==> config.mk <==
export PLATFORM = sky130hd
export DESIGN_NAME = pps_pin_gen
export DESIGN_NICKNAME = d
export VERILOG_FILES = /design/src/rtl/pps_pkg.sv /design/src/rtl/pps_cfg_regs.sv /design/src/rtl/pps_wave.sv /design/src/rtl/pps_pin_mux.sv /design/src/rtl/pps_pin_gen.sv
export SDC_FILE = /design/constraint.sdc
export NUM_CORES = 1
export LEC_CHECK = 0
export ABC_AREA = 1
export BUFFER_PORTS_ARGS = -buffer_cell sky130_fd_sc_hd__buf_2
export CORE_UTILIZATION = 50
export DETAILED_ROUTE_END_ITERATION = 10
export GPL_TIMING_DRIVEN = 0
export PLACE_DENSITY = 0.79
export SLEW_MARGIN = 20
export SYNTH_ARGS = -nofsm -noshare
export SYNTH_HDL_FRONTEND = slang
export SYNTH_HIERARCHICAL = 1
export SYNTH_SLANG_ARGS = --single-unit
==> constraint.sdc <==
create_clock -name clk -period 1.36 [get_ports clk]
set_input_delay 0.204 -clock clk [delete_from_list [all_inputs] [get_ports clk]]
set_output_delay 0.204 -clock clk [all_outputs]
set_load 0.02 [all_outputs]
==> src/rtl/pps_pkg.sv <==
package pps_pkg;
  localparam int CFG_W = 16;
  localparam logic [CFG_W-1:0] PIN_WORD_PPS = 16'h8052;
  localparam int CTRL_EN_BIT  = 3;
  localparam int CTRL_POL_BIT = 2;
endpackage

==> src/rtl/pps_cfg_regs.sv <==
module pps_cfg_regs
  import pps_pkg::*;
#(
  parameter int NUM_PINS  = 12,
  parameter int ADDR_W    = 8,
  parameter int CTRL_ADDR = 8'h02,
  parameter int PIN_BASE  = 8'h40
) (
  input  logic                clk,
  input  logic                rst,
  input  logic                cfg_we,
  input  logic [ADDR_W-1:0]   cfg_addr,
  input  logic [CFG_W-1:0]    cfg_wdata,
  output logic                en,
  output logic                pol,
  output logic [NUM_PINS-1:0] pin_is_pps
);
  localparam logic [ADDR_W-1:0] CTRL_A = ADDR_W'(CTRL_ADDR);

  logic ctrl_hit;
  assign ctrl_hit = cfg_we && (cfg_addr == CTRL_A);

  always_ff @(posedge clk) begin
    if (rst) begin
      en  <= 1'b0;
      pol <= 1'b0;
    end else if (ctrl_hit) begin
      en  <= cfg_wdata[CTRL_EN_BIT];
      pol <= cfg_wdata[CTRL_EN_BIT] & cfg_wdata[CTRL_POL_BIT];
    end
  end

  // a disabling write leaves both flags cleared
  a_r4_disable_clears: assert property (@(posedge clk) disable iff (rst)
    (ctrl_hit && !cfg_wdata[CTRL_EN_BIT]) |=> (!en && !pol));

  genvar gi;
  generate
    for (gi = 0; gi < NUM_PINS; gi++) begin : g_pin
      localparam logic [ADDR_W-1:0] PIN_A = ADDR_W'(PIN_BASE + gi);
      logic [CFG_W-1:0] word_q;
      always_ff @(posedge clk) begin
        if (rst)
          word_q <= '0;
        else if (cfg_we && (cfg_addr == PIN_A))
          word_q <= cfg_wdata;
      end
      assign pin_is_pps[gi] = (word_q == PIN_WORD_PPS);
    end
  endgenerate
endmodule

==> src/rtl/pps_wave.sv <==
module pps_wave #(
  parameter int NSEC_W  = 30,
  parameter int HALF_NS = 500_000_000
) (
  input  logic              en,
  input  logic              pol,
  input  logic [NSEC_W-1:0] tod_nsec,
  output logic              level
);
  localparam logic [NSEC_W-1:0] HALF = NSEC_W'(HALF_NS);

  logic first_half;
  assign first_half = (tod_nsec < HALF);
  assign level      = en & (first_half ^ pol);
endmodule

==> src/rtl/pps_pin_mux.sv <==
module pps_pin_mux #(
  parameter int NUM_PINS = 12
) (
  input  logic                clk,
  input  logic                rst,
  input  logic                level,
  input  logic [NUM_PINS-1:0] pin_is_pps,
  output logic [NUM_PINS-1:0] pin_out
);
  logic [NUM_PINS-1:0] grant;

  // isolate lowest set bit: lowest pin index wins
  assign grant = pin_is_pps & (~pin_is_pps + NUM_PINS'(1));

  always_ff @(posedge clk) begin
    if (rst)
      pin_out <= '0;
    else
      pin_out <= level ? grant : '0;
  end

  // at most one pin carries the wave
  a_r7_single_pin: assert property (@(posedge clk) disable iff (rst)
    $onehot0(pin_out));
endmodule

==> src/rtl/pps_pin_gen.sv <==
module pps_pin_gen
  import pps_pkg::*;
#(
  parameter int NUM_PINS  = 12,
  parameter int ADDR_W    = 8,
  parameter int NSEC_W    = 30,
  parameter int HALF_NS   = 500_000_000,
  parameter int CTRL_ADDR = 8'h02,
  parameter int PIN_BASE  = 8'h40
) (
  input  logic                clk,
  input  logic                rst,
  input  logic [NSEC_W-1:0]   tod_nsec,
  input  logic                cfg_we,
  input  logic [ADDR_W-1:0]   cfg_addr,
  input  logic [CFG_W-1:0]    cfg_wdata,
  output logic [NUM_PINS-1:0] pin_out
);
  localparam logic [NSEC_W-1:0] HALF = NSEC_W'(HALF_NS);

  logic                en, pol, level;
  logic [NUM_PINS-1:0] pin_is_pps;

  pps_cfg_regs #(
    .NUM_PINS(NUM_PINS), .ADDR_W(ADDR_W),
    .CTRL_ADDR(CTRL_ADDR), .PIN_BASE(PIN_BASE)
  ) i_regs (
    .clk(clk), .rst(rst), .cfg_we(cfg_we), .cfg_addr(cfg_addr),
    .cfg_wdata(cfg_wdata), .en(en), .pol(pol), .pin_is_pps(pin_is_pps)
  );

  pps_wave #(.NSEC_W(NSEC_W), .HALF_NS(HALF_NS)) i_wave (
    .en(en), .pol(pol), .tod_nsec(tod_nsec), .level(level)
  );

  pps_pin_mux #(.NUM_PINS(NUM_PINS)) i_mux (
    .clk(clk), .rst(rst), .level(level),
    .pin_is_pps(pin_is_pps), .pin_out(pin_out)
  );

  // disabled means all pins low next cycle
  a_r5_disabled_low: assert property (@(posedge clk) disable iff (rst)
    !en |=> (pin_out == '0));
  // non-inverted wave is low in the second half
  a_r2_second_half_low: assert property (@(posedge clk) disable iff (rst)
    (en && !pol && tod_nsec >= HALF) |=> (pin_out == '0));
  // inverted wave is low in the first half
  a_r3_first_half_low: assert property (@(posedge clk) disable iff (rst)
    (en && pol && tod_nsec < HALF) |=> (pin_out == '0));
  // after a reset edge all pins are low
  a_r1_reset_low: assert property (@(posedge clk)
    rst |=> (pin_out == '0));
endmodule

======== Word level (Yosys, flattened, before mapping) ========
Cells that the tools add are included.
cells by class
  $add $sub $neg .......................... 1
  $mul .................................... 0
  div/mod/pow operators ................... 0
  magnitude comparators ................... 1
  equality and inequality tests ........... 25
  shifts and indexed selects .............. 0
  muxes and demuxes ....................... 0
  bitwise operators ....................... 6
  reductions and logical operators ........ 14
operators by type and width
  kind                                                  count
  equality test 16 bit, second input constant           12
  equality test 8 x 7 -> 1 bit, second input constant   12
  < comparator 30 x 29 -> 1 bit, second input constant  1
  logical AND 1 bit                                     13
  adder 12 x 1 -> 12 bit, second input constant         1
  bitwise AND 12 bit                                    1
  NOT 12 bit                                            1
  equality test 8 x 2 -> 1 bit, second input constant   1
  bitwise AND 1 bit                                     2
  OR reduction 2 bit                                    1
  NOT 1 bit                                             1
  XOR 1 bit                                             1
word-level totals
  register bits after elaboration ......... 206
  latch bits .............................. 0
  bits in writable memories ............... 0
  ROM bits ................................ 0
  bits of input ports ..................... 57
  output and inout port bits .............. 12
  memories kept ........................... 0

======== Logic depth before layout (Yosys ltp) ========
Gate-level depths: netlist of run 1.
  word-level depth ........................ 5
  mapped depth ............................ 13
  mapped depth without buffers ............ 13

======== Hierarchy ========
Netlist of run 1, hierarchy kept.
modules (own cells, without submodules)
  module        times used  cells an instance  area an instance (µm²)  sequential area each (µm²)
  pps_cfg_regs  1           1,351              8,444.3                 3,883.7
  pps_pin_mux   1           66                 491.7                   240.2
  pps_wave      1           32                 130.1                   0.0

======== Worst setup path after synthesis of run 1 ========
Ideal clock, no wire load.
  path type ............................... input port to flip-flop
  start point ............................. input port tod_nsec[29]
  end point ............................... register i_mux.pin_out[10]
  setup time .............................. 0.062 ns
  arrival ................................. 1.203 ns
  path slack .............................. 0.095 ns
  cell stages on the path ................. 13
  cells stage by stage .................... inv_1 nand2_1 nor2_2 nand2_1 nor2_1 nand2_1 nand3_1 nand2_1 nor2_1 nand2_4 nor2_2 nand2_1 nor2_2
on the way
  longest elaborated chain between the ends .. 5
RTL lines
  element                        RTL line           text
  start: declaration             pps_pin_gen.sv:13  input logic [NSEC_W-1:0] tod_nsec,
  < comparator 30 x 29 -> 1 bit  pps_wave.sv:13     assign first_half = (tod_nsec < HALF);
  XOR 1 bit                      pps_wave.sv:14     assign level = en & (first_half ^ pol);
  bitwise AND 1 bit              pps_wave.sv:14
  net level                      pps_pin_gen.sv:21  logic en, pol, level;
  NOT 1 bit (no line)            -
  OR reduction 2 bit (no line)   -
  end signal: assignment         pps_pin_mux.sv:19  pin_out <= level ? grant : '0;
  end: declaration               pps_pin_mux.sv:8   output logic [NUM_PINS-1:0] pin_out
The timed path passes the listed nets, and every way through them passes these cells.
A chain may end at the register's enable or synchronous reset.

======== Worst setup path after layout of run 1 ========
  start point ............................. register i_regs.g_pin[10].word_q[7]
  end point ............................... register i_mux.pin_out[11]
on the way
  longest elaborated chain between the ends .. 4
RTL lines
  element                   RTL line            text
  start: declaration        pps_cfg_regs.sv:41  logic [CFG_W-1:0] word_q;
  start signal: assignment  pps_cfg_regs.sv:46  word_q <= cfg_wdata;
  equality test 16 bit      pps_cfg_regs.sv:48  assign pin_is_pps[gi] = (word_q == PIN_WORD_PPS);
  net pin_is_pps[10]        pps_pin_gen.sv:22   logic [NUM_PINS-1:0] pin_is_pps;
  NOT 12 bit                pps_pin_mux.sv:13   assign grant = pin_is_pps & (~pin_is_pps + NUM_PINS'(1));
  adder 12 x 1 -> 12 bit    pps_pin_mux.sv:13
  bitwise AND 12 bit        pps_pin_mux.sv:13
The timed path passes the listed nets, and every way through them passes these cells.

==> impl_metrics.env, run 1 <==
export IMPL_timing_rr_end="i_mux/pin_out[11]"
export IMPL_yosys_warnings=6
export IMPL_ff2ff_path_depth=8
export IMPL_half_perimeter_wire_length_of_the_detailed_placement_result_um=15540
export IMPL_total_leakage_power_nw=5.559
export IMPL_gr_total_overflow=0
export IMPL_largest_fanout_of_any_net_on_the_critical_path=2
export IMPL_ys_types=21
export IMPL_pwr_density_cell_nw_per_um2=1204
export IMPL_cp_data_required_time_ns=1.76
export IMPL_num_rows=48
export IMPL_skew_ns=0.009128
export IMPL_holdBufCountCts=0
export IMPL_dp_cells=1720
export IMPL_synth_ff_type="sky130_fd_sc_hd__dfxtp_1"
export IMPL_global_route_wire_length_before_repair_um=37360
export IMPL_final_fill_count=1591
export IMPL_fin_nets=1581
export IMPL_postSynth_asyncResetShare=0
export IMPL_regArea_sq_um=4133
export IMPL_sequential_cell_area_fraction_in_the_yosys_report=0.4549
export IMPL_synth_nets=1506
export IMPL_multi_input_area_sq_um=4177
export IMPL_post_route_drc_violation_count=0
export IMPL_floorplan_initialDensity=0.5188
export IMPL_holdPathStages=4
export IMPL_timing_hold_worst_start="rst"
export IMPL_synthCells=1449
export IMPL_clock_path_buffers=3
export IMPL_post_drt_wl_per_cell_um=13.71
export IMPL_irDropWorstVdd_mv=0.8954
export IMPL_min_delay_path_class="input port to flop"
export IMPL_final_cells=1764
export IMPL_fp_dieW_um=136.7
export IMPL_final_max_slew_viol_count=0
export IMPL_worstHoldEndpoint="i_mux/pin_out[0]"
export IMPL_min_period_ns=1.355
export IMPL_number_of_enable_flip_flop_cells_after_synthesis=0
export IMPL_detailroute_via_count=8666
export IMPL_rsz0062_at_grt="yes"
export IMPL_max_slew_margin_rel=0.3399
export IMPL_first_global_vias=7606
export IMPL_core_region_area_sq_um=17480
export IMPL_critical_path_reg2reg_startpoint="i_regs/g_pin[10].word_q[7]"
export IMPL_cts_reportedPaths_clkPinSlew_ns=0.06
export IMPL_ys_seq_elements=206
export IMPL_clock_tree_htree_level_count=1
export IMPL_number_of_buffers_created_by_cts=22
export IMPL_detail_route_antenna_nets=0
export IMPL_io_pins=69
export IMPL_diodes_inserted=0
export IMPL_clock_tree_from_tritoncts="yes"
export IMPL_gpl_final_weighted_congestion=0.9373
export IMPL_run_status="complete, no violations"
export IMPL_timing_worst_setup_path_type="flop to flop"
export IMPL_firstDrtPassIters=5
export IMPL_area_growth_syn_to_layout_pct=17.40
export IMPL_worst_setup_path_start_kind="flop"
export IMPL_timing_final_hold_violations=0
export IMPL_drt_initial_drc_count=690
export IMPL_grt_max_degree=14
export IMPL_finish_utilization=0.6090
export IMPL_routed_wl_um=24190
export IMPL_worst_margin_slew_ns=0.9901
export IMPL_post_synth_instance_area_sq_um=9066
export IMPL_dieHeight_um=136.7
export IMPL_data_arrival_critical_path_ns=1.75
export IMPL_fmax_mhz=738.1
export IMPL_setup_viol=0
export IMPL_place_ws_ns=-0.3971
export IMPL_fraction_of_layout_instances_using_a_drive_strength_above_1=0.1111
export IMPL_post_route_worst_setup_slack_ns=0.005146
export IMPL_type_of_element_capturing_the_critical_path="flop"
export IMPL_synth_area_per_cell_sq_um=6.257
export IMPL_root_buffer="sky130_fd_sc_hd__clkbuf_16"
export IMPL_post_route_period_util=0.9962
export IMPL_setup_reg_to_reg_worst_slack_ns=0.005
export IMPL_global_route_usage_total=0.2582
export IMPL_fin_hold_ws_ns=0.07210
export IMPL_portBuffers=46
export IMPL_max_cap_violations=0
export IMPL_floorplan_die_area_sq_um=18670
export IMPL_clock_insertion_delay_worst_skew_ns=0.50
export IMPL_clkSinkCount=206
export IMPL_antenna_found_initial=0
export IMPL_vias_per_cell=4.913
-- cell families (layout without fill, tap and decap cells) --
logic type	Yosys count	after routing	synth area share
flip-flops	206	206	0.4549
AND/OR/NAND/NOR	975	975	0.4313
buffers and inverters	265	355	0.1122
AO/OA/AOI/OAI	3	3	0.001656
-- per-stage QoR --
step	area (sq um)	TNS, ns	total power [mW]
floorplan	9066	0	6.464
global placement	9578	-44.95	6.698
detailed placement	9578	-51.01	6.704
CTS	10400	0	12.87
global route	10640	-0.2175	13.15
finish	10640	0	12.82
-- where the power goes --
group	internal (mW)	total [mW]	switching, mW
Sequential	6.05	6.05	0.00805
Clock	3.84	6.23	2.39
Combinational	0.118	0.536	0.418
Total	10.0	12.8	2.81
-- critical path: stages (launching register included) --
cell and delay [ns]:
sky130_fd_sc_hd__dfxtp_1 0.33, sky130_fd_sc_hd__nor4_2 0.35, sky130_fd_sc_hd__nand2_1 0.09, sky130_fd_sc_hd__nor2_1 0.17, sky130_fd_sc_hd__inv_2 0.09, sky130_fd_sc_hd__nand2_1 0.07, sky130_fd_sc_hd__nor2_1 0.04, sky130_fd_sc_hd__nand2_1 0.07
sky130_fd_sc_hd__nor2_1 0.04
-- cell usage after synthesis, types with 2 or more instances --
cell | instances | area, sq um
sky130_fd_sc_hd__nand3_1 | 16 | 80.08
sky130_fd_sc_hd__buf_4 | 2 | 15.01
sky130_fd_sc_hd__nand4_1 | 27 | 168.9
sky130_fd_sc_hd__inv_2 | 5 | 18.77
sky130_fd_sc_hd__clkbuf_1 | 48 | 180.2
sky130_fd_sc_hd__nand2_1 | 434 | 1629
sky130_fd_sc_hd__nand3_2 | 3 | 30.03
sky130_fd_sc_hd__nor3_1 | 14 | 70.07
sky130_fd_sc_hd__nor2_4 | 4 | 45.04
sky130_fd_sc_hd__buf_2 | 12 | 60.06
sky130_fd_sc_hd__inv_1 | 184 | 690.7
sky130_fd_sc_hd__a21oi_1 | 2 | 10.01
sky130_fd_sc_hd__dfxtp_1 | 206 | 4124
sky130_fd_sc_hd__nor2_2 | 9 | 56.30
sky130_fd_sc_hd__buf_1 | 13 | 48.80
sky130_fd_sc_hd__nor4_1 | 24 | 150.1
sky130_fd_sc_hd__nor2_1 | 442 | 1659
-- placed cells by master (no fill, tap or decap), drive strengths merged, types with 15 or more instances in the layout --
master	instances
nor3	15
nand4	27
inv	190
nor4	24
clkbuf	81
nor2	455
buf	78
nand3	19
dfxtp	206
nand2	435
-- how the worst max path moves through the flow --
| stage | cells past startpoint | startpoint | to | slack [ns] |
|---|---|---|---|---|
| final | 8 | i_regs/g_pin[10].word_q[7] | i_mux/pin_out[11] | 0.005 |
| after global routing | 8 | i_regs/g_pin[10].word_q[7] | i_mux/pin_out[11] | -0.06 |
| after CTS | 8 | i_regs/g_pin[8].word_q[7] | i_mux/pin_out[11] | 0.0003 |
| after detailed placement | 6 | rst | i_regs/g_pin[8].word_q[12] | -0.40 |
| after global placement | 6 | rst | i_regs/g_pin[8].word_q[8] | -0.36 |
| after floorplan | 13 | tod_nsec[29] | i_mux/pin_out[10] | 0.09 |
-- layout make-up --
type,instances,share of cell area
Sequential cell,206,0.3883
Clock inverter,6,0.007876
Multi-Input combinational cell,978,0.3924
Timing Repair Buffer,51,0.02516
Inverter,190,0.06700
Tap cell,225,0.02645
Clock buffer,33,0.06418
Buffer,75,0.02868
-- per-layer routing --
metal  global-route usage  vias up  routed length, um
met4               0.1093        0                961
met2               0.4298      252              11310
met1               0.3337     3938              10410
met5                    0        -                  0
met3              0.03593       61               1508
li1                     -     4415                  -
-- registers in the layout (all words and copies together), names as in the netlist --
| register | flops |
|---|---|
| i_mux/pin_out | 12 |
| i_regs/g_pin.word_q | 192 |
| i_regs/pol | 1 |
| i_regs/en | 1 |
-- repair_timing --
item,in CTS,in global routing
buffers inserted,0,5
gates resized for setup,15,49
setup endpoints to repair,9,15
pin swaps,2,28
No activity file was read; power rests on OpenSTA's default activity.
==> run 2, diff against run 1 <==
--- a/config.mk
+++ b/config.mk
@@ -7,6 +7,7 @@
 export LEC_CHECK = 0
 export ABC_AREA = 1
 export BUFFER_PORTS_ARGS = -buffer_cell sky130_fd_sc_hd__buf_2
+export CORE_ASPECT_RATIO = 0.5
 export CORE_UTILIZATION = 50
 export DETAILED_ROUTE_END_ITERATION = 10
 export GPL_TIMING_DRIVEN = 0
==> run 2 against run 1 <==
The run now ends with design-rule violations left; count of clock-buffer cells in the layout is 4 lower; utilization decreased by 1.3 points; global-route usage up 0.64 points; critical path depth down 2; maximum frequency up 1.3%; clock skew shrank 0.0017 ns; critical path type unchanged; critical endpoint is now i_mux/pin_out[6]; largest cell class unchanged; highest routed layer unchanged.
==> impl_metrics.env, run 2 (same netlist as run 1, synthesis figures left out) <==
export IMPL_run_status="finished with violations"
export IMPL_violations="design-rule violations"
export IMPL_clock_path_buffers=3
export IMPL_post_route_period_util=0.9835
export IMPL_worst_margin_slew_ns=1.106
export IMPL_setup_tns_ns=0
export IMPL_ff2ff_path_depth=6
export IMPL_global_route_usage_total=0.2645
export IMPL_registers_top_by_ff_count="i_regs/g_pin.word_q"
export IMPL_setup_reg_to_reg_worst_slack_ns=0.02
export IMPL_clock_insertion_delay_worst_skew_ns=0.49
export IMPL_io_pins=69
export IMPL_holdPathStages=5
export IMPL_min_period_ns=1.338
export IMPL_cts_reportedPaths_clkPinSlew_ns=0.06
export IMPL_routed_wl_um=24650
export IMPL_worst_setup_path_start_kind="flop"
export IMPL_area_growth_syn_to_layout_pct=15.48
export IMPL_cp_data_required_time_ns=1.75
export IMPL_holdBufCountCts=0
export IMPL_timing_worst_setup_path_type="flop to flop"
export IMPL_irDropWorstVdd_mv=0.6431
export IMPL_pwr_density_cell_nw_per_um2=1128
export IMPL_gpl_final_weighted_congestion=0.9226
export IMPL_internal_power_mw=9.107
export IMPL_layout_top_registers="i_regs/g_pin.word_q: 192 flops, i_mux/pin_out: 12 flops"
export IMPL_grt_max_degree=15
export IMPL_drt_initial_drc_count=821
export IMPL_final_max_slew_viol_count=0
export IMPL_data_arrival_critical_path_ns=1.73
export IMPL_clkSinkCount=206
export IMPL_share_clk_of_total_power=0.442
export IMPL_detail_route_antenna_nets=0
export IMPL_portBuffers=46
export IMPL_switching_power_of_the_nets_mw=2.700
export IMPL_timing_hold_worst_start="cfg_wdata[2]"
export IMPL_type_of_element_capturing_the_critical_path="flop"
export IMPL_gr_total_overflow=0
export IMPL_skew_ns=0.007414
export IMPL_setup_worst_path_start="i_regs/g_pin[1].word_q[11]"
export IMPL_mostFrequentLayoutCells="sky130_fd_sc_hd__nor2_1 (432), sky130_fd_sc_hd__nand2_1 (432), sky130_fd_sc_hd__dfxtp_1 (199)"
export IMPL_timing_final_hold_violations=0
export IMPL_rsz0062_at_grt="yes"
export IMPL_half_perimeter_wire_length_of_the_detailed_placement_result_um=16510
export IMPL_crit_path_cell_trace="nor4_2 -> nand2_1 -> nor2_4 -> nor2_4 -> nand3_4 -> nor2_1"
export IMPL_dieHeight_um=97.22
export IMPL_clock_tree_from_tritoncts="yes"
export IMPL_fmax_mhz=747.6
export IMPL_num_rows=34
export IMPL_largest_fanout_of_any_net_on_the_critical_path=4
export IMPL_cell_count_along_the_critical_path=6
export IMPL_max_slew_margin_rel=0.2629
export IMPL_diodes_inserted=0
export IMPL_cpLargestDelayFamily="simple AND/OR/NAND/NOR gates"
export IMPL_first_global_vias=8244
export IMPL_slowest_stage="sky130_fd_sc_hd__dfxtp_2"
export IMPL_number_of_buffers_created_by_cts=20
export IMPL_path_buf_inv=0
export IMPL_vias_per_cell=4.990
export IMPL_critical_path_reg2reg_startpoint="i_regs/g_pin[1].word_q[11]"
export IMPL_total_leakage_power_nw=5.443
export IMPL_timing_rr_end="i_mux/pin_out[6]"
export IMPL_fin_nets=1575
export IMPL_detailroute_via_count=8808
export IMPL_largest_register_ff_count=192
export IMPL_setup_viol=0
export IMPL_crit_path_max_incr_delay_ns=0.32
export IMPL_antenna_found_initial=0
export IMPL_post_route_drc_violation_count=10
export IMPL_switching_share=0.2287
export IMPL_fraction_of_layout_instances_using_a_drive_strength_above_1=0.1032
export IMPL_p_total_mw=11.81
export IMPL_fp_dieW_um=192.4
export IMPL_seq_power_share=0.513
export IMPL_core_region_area_sq_um=17570
export IMPL_share_comb_of_total_power=0.045
export IMPL_floorplan_die_area_sq_um=18710
export IMPL_finish_utilization=0.5959
export IMPL_clock_tree_htree_level_count=1
export IMPL_root_buffer="sky130_fd_sc_hd__clkbuf_16"
export IMPL_firstDrtPassIters=9
export IMPL_critPathMostFrequentCell="sky130_fd_sc_hd__nor2_4"
export IMPL_critical_path_end="i_mux/pin_out[6]"
export IMPL_global_route_wire_length_before_repair_um=39110
export IMPL_floorplan_initialDensity=0.5160
export IMPL_min_delay_path_class="input port to flop"
export IMPL_post_drt_wl_per_cell_um=13.97
export IMPL_max_cap_violations=0
## run 2: what timing repair did
action,CTS,global route
buffers inserted,0,1
resized for setup,11,47
pin swaps,0,26
cloned,0,0
endpoints found under the setup margin,12,12
endpoints found under the hold margin,0,0
## run 2: power by group through the flow
stage          Sequential [mW]  Clock (mW)  Combinational (mW)
2_1_floorplan             6.19           0               0.279
3_3_place_gp              6.19           0               0.509
3_5_place_dp              6.19           0               0.516
4_1_cts                   6.05        5.26               0.520
5_1_grt                   6.05        5.55               0.576
6_report                  6.05        5.22               0.537
## run 2: worst min path at each step
stage                                            to  slack [ns]
after floorplan                    i_mux/pin_out[0]        0.41
after global placement    i_regs/g_pin[2].word_q[6]        0.46
after detailed placement  i_regs/g_pin[2].word_q[7]        0.47
after CTS                 i_regs/g_pin[0].word_q[2]        0.10
after global routing               i_mux/pin_out[0]        0.13
final                     i_regs/g_pin[0].word_q[2]        0.12
## run 2: final cells by class
cell class,instances,area (sq um)
plain buffers,75,304.0
flip-flops and latches,206,4133
clock buffers,29,575.6
repair buffers,47,237.7
clock inverters,6,35.03
multi-input cells,978,4179
well taps,234,292.8
inverters,190,713.2
fillers,1569,7099
## run 2: worst register-to-register path: stages (launching register included)
cell	delay (ns)
sky130_fd_sc_hd__dfxtp_2	0.32
sky130_fd_sc_hd__nor4_2	0.27
sky130_fd_sc_hd__nand2_1	0.14
sky130_fd_sc_hd__nor2_4	0.26
sky130_fd_sc_hd__nor2_4	0.08
sky130_fd_sc_hd__nand3_4	0.12
sky130_fd_sc_hd__nor2_1	0.05
## run 2: per-stage QoR
step | hold slack (ns) | cell area, sq um | cells | setup slack [ns]
3_3_place_gp | 0.4619 | 9589 | 1729 | -0.2499
6_report | 0.1239 | 10470 | 1765 | 0.02245
2_1_floorplan | 0.4077 | 9066 | 1449 | 0.09464
3_5_place_dp | 0.4737 | 9589 | 1729 | -0.2853
5_1_grt | 0.1253 | 10470 | 1765 | -0.07876
4_1_cts | 0.1011 | 10240 | 1764 | 0.003671
## run 2: layer usage
| metal | up-vias | global-route usage | part of all wire |
|---|---|---|---|
| li1 | 4400 | - | - |
| met1 | 4007 | 0.3358 | 0.42 |
| met2 | 326 | 0.4488 | 0.46 |
| met3 | 75 | 0.03611 | 0.083 |
| met4 | 0 | 0.1133 | 0.038 |
| met5 | - | 0 | 0 |
==> run 3, diff against run 2 <==
--- a/config.mk
+++ b/config.mk
@@ -8,10 +8,10 @@
 export ABC_AREA = 1
 export BUFFER_PORTS_ARGS = -buffer_cell sky130_fd_sc_hd__buf_2
 export CORE_ASPECT_RATIO = 0.5
-export CORE_UTILIZATION = 50
+export CORE_UTILIZATION = 60
 export DETAILED_ROUTE_END_ITERATION = 10
 export GPL_TIMING_DRIVEN = 0
-export PLACE_DENSITY = 0.79
+export PLACE_DENSITY = 0.91
 export SLEW_MARGIN = 20
 export SYNTH_ARGS = -nofsm -noshare
 export SYNTH_HDL_FRONTEND = slang
==> run 3 against run 2 <==
The run ends with negative setup slack left; worst hold slack got worse by 0.018 ns; register-to-register slack got worse by 0.05 ns; largest cell class unchanged; clock skew rose by 0.015 ns; critical endpoint is now i_mux/pin_out[7]; final area barely moved; global-route usage rose by 5.9 points; largest power group unchanged; sequential power barely moved; combinational power rose by 2%; first-iteration DRC count rose by 22%; die area fell by 16%; utilization rose by 12 points; critical path type unchanged; highest routed layer unchanged; critical path depth rose by 2.
==> impl_metrics.env, run 3 (same netlist as run 1, synthesis figures left out) <==
export IMPL_run_status="finished with violations"
export IMPL_violations="negative setup slack"
export IMPL_area_growth_syn_to_layout_pct=15.57
export IMPL_dieHeight_um=88.92
export IMPL_clock_tree_from_tritoncts="yes"
export IMPL_fin_nets=1576
export IMPL_drt_initial_drc_count=1000
export IMPL_largest_register_ff_count=192
export IMPL_setup_viol=2
export IMPL_post_route_drc_violation_count=0
export IMPL_fmax_mhz=720.5
export IMPL_global_route_wire_length_before_repair_um=39250
export IMPL_max_cap_violations=0
export IMPL_firstDrtPassIters=5
export IMPL_final_cells=1728
export IMPL_global_route_usage_total=0.3232
export IMPL_place_ws_ns=-0.3279
export IMPL_timing_worst_setup_path_type="flop to flop"
export IMPL_clock_tree_htree_level_count=1
export IMPL_skew_ns=0.02253
export IMPL_fp_dieW_um=175.8
export IMPL_gpl_final_weighted_congestion=0.9453
export IMPL_vias_per_cell=5.302
export IMPL_post_drt_wl_per_cell_um=14.98
export IMPL_type_of_element_capturing_the_critical_path="flop"
export IMPL_grt_max_degree=17
export IMPL_switching_share=0.2223
export IMPL_floorplan_die_area_sq_um=15640
export IMPL_root_buffer="sky130_fd_sc_hd__clkbuf_16"
export IMPL_total_leakage_power_nw=5.467
export IMPL_worst_margin_slew_ns=1.051
export IMPL_final_fill_count=1023
export IMPL_clkSinkCount=206
export IMPL_share_comb_of_total_power=0.044
export IMPL_finish_utilization=0.7165
export IMPL_data_arrival_critical_path_ns=1.77
export IMPL_regArea_sq_um=4128
export IMPL_post_route_period_util=1.021
export IMPL_cts_reportedPaths_clkPinSlew_ns=0.07
export IMPL_largest_fanout_of_any_net_on_the_critical_path=3
export IMPL_holdBufCountCts=0
export IMPL_mostFrequentLayoutCells="sky130_fd_sc_hd__nand2_1 (433), sky130_fd_sc_hd__nor2_1 (430), sky130_fd_sc_hd__dfxtp_1 (203)"
export IMPL_switching_power_of_the_nets_mw=2.776
export IMPL_fin_hold_ws_ns=0.1061
export IMPL_internal_power_mw=9.711
export IMPL_share_clk_of_total_power=0.472
export IMPL_diodes_inserted=0
export IMPL_seq_power_share=0.484
export IMPL_ff2ff_path_depth=8
export IMPL_core_region_area_sq_um=14620
export IMPL_layout_top_registers="i_regs/g_pin.word_q: 192 flops, i_mux/pin_out: 12 flops"
export IMPL_pwr_density_cell_nw_per_um2=1192
export IMPL_detail_route_antenna_nets=0
export IMPL_fraction_of_layout_instances_using_a_drive_strength_above_1=0.1020
export IMPL_floorplan_initialDensity=0.6200
export IMPL_holdPathStages=4
export IMPL_detailroute_via_count=9162
export IMPL_cp_data_required_time_ns=1.75
export IMPL_gr_total_overflow=0
export IMPL_portBuffers=46
export IMPL_irDropWorstVdd_mv=0.7883
export IMPL_registers_top_by_ff_count="i_regs/g_pin.word_q"
export IMPL_dp_cells=1693
export IMPL_rsz0062_at_grt="yes"
export IMPL_multi_input_area_sq_um=4144
export IMPL_clock_insertion_delay_worst_skew_ns=0.50
export IMPL_half_perimeter_wire_length_of_the_detailed_placement_result_um=16260
export IMPL_antenna_found_initial=0
export IMPL_worst_setup_path_start_kind="flop"
export IMPL_mostFrequentLayoutCell="sky130_fd_sc_hd__nand2_1"
export IMPL_min_delay_path_class="input port to flop"
export IMPL_io_pins=69
export IMPL_routed_wl_um=25890
export IMPL_min_period_ns=1.388
export IMPL_max_slew_margin_rel=0.2996
export IMPL_num_rows=31
export IMPL_final_max_slew_viol_count=0
export IMPL_timing_final_hold_violations=0
export IMPL_post_route_worst_setup_slack_ns=-0.02789
export IMPL_number_of_buffers_created_by_cts=19
export IMPL_clock_path_buffers=3
export IMPL_first_global_vias=8534
## run 3: layout make-up
type                    count  share of cell area
multi-input cells         978              0.3955
flip-flops and latches    206              0.3940
inverters                 190             0.06807
clock buffers              24             0.05099
plain buffers              75             0.02914
repair buffers             49             0.02412
well taps                 198             0.02364
clock inverters             8             0.01457
## run 3: metal layers
layer	global-route usage	vias up	share of wire
met5	0	-	0
met4	0.2087	0	0.055
met3	0.07483	131	0.10
met2	0.5480	480	0.46
met1	0.3799	4145	0.38
li1	-	4406	-
## run 3: path summary, 6_finish.rpt
| check | start | to | slack, ns |
|---|---|---|---|
| worst min register to register | i_regs/en | i_regs/en | 0.49 |
| worst max-delay path | i_regs/g_pin[3].word_q[10] | i_mux/pin_out[7] | -0.03 |
| worst min-delay path | rst | i_mux/pin_out[0] | 0.11 |
| worst max register to register | i_regs/g_pin[3].word_q[10] | i_mux/pin_out[7] | -0.03 |
## run 3: worst max-delay path, stage by stage, from the launching register on
cell and delay (ns):
sky130_fd_sc_hd__dfxtp_2 0.34, sky130_fd_sc_hd__nor4_4 0.30, sky130_fd_sc_hd__nand2_1 0.14, sky130_fd_sc_hd__nor2_4 0.18
sky130_fd_sc_hd__inv_2 0.05, sky130_fd_sc_hd__nand2_1 0.06, sky130_fd_sc_hd__nor2_1 0.05, sky130_fd_sc_hd__nand2_2 0.10
sky130_fd_sc_hd__nor2_4 0.06
## run 3: stage by stage
stage	TNS, ns	power, mW	area (sq um)
6_report	-0.03213	12.49	10480
5_1_grt	-0.3249	12.79	10480
4_1_cts	-0.001107	12.45	10320
3_5_place_dp	-42.85	6.697	9544
3_3_place_gp	-35.06	6.689	9544
2_1_floorplan	0	6.464	9066
## run 3: timing repair
item	4_1_cts	5_1_grt
endpoints found under the setup margin	12	15
pin swaps	3	12
resized for setup	19	31
setup buffers	1	2
## run 3: power groups by stage
stage	sequential, mW	clock [mW]	combinational [mW]
6_report	6.05	5.89	0.546
5_1_grt	6.05	6.17	0.569
4_1_cts	6.05	5.88	0.518
3_5_place_dp	6.19	0	0.510
3_3_place_gp	6.19	0	0.502
2_1_floorplan	6.19	0	0.279
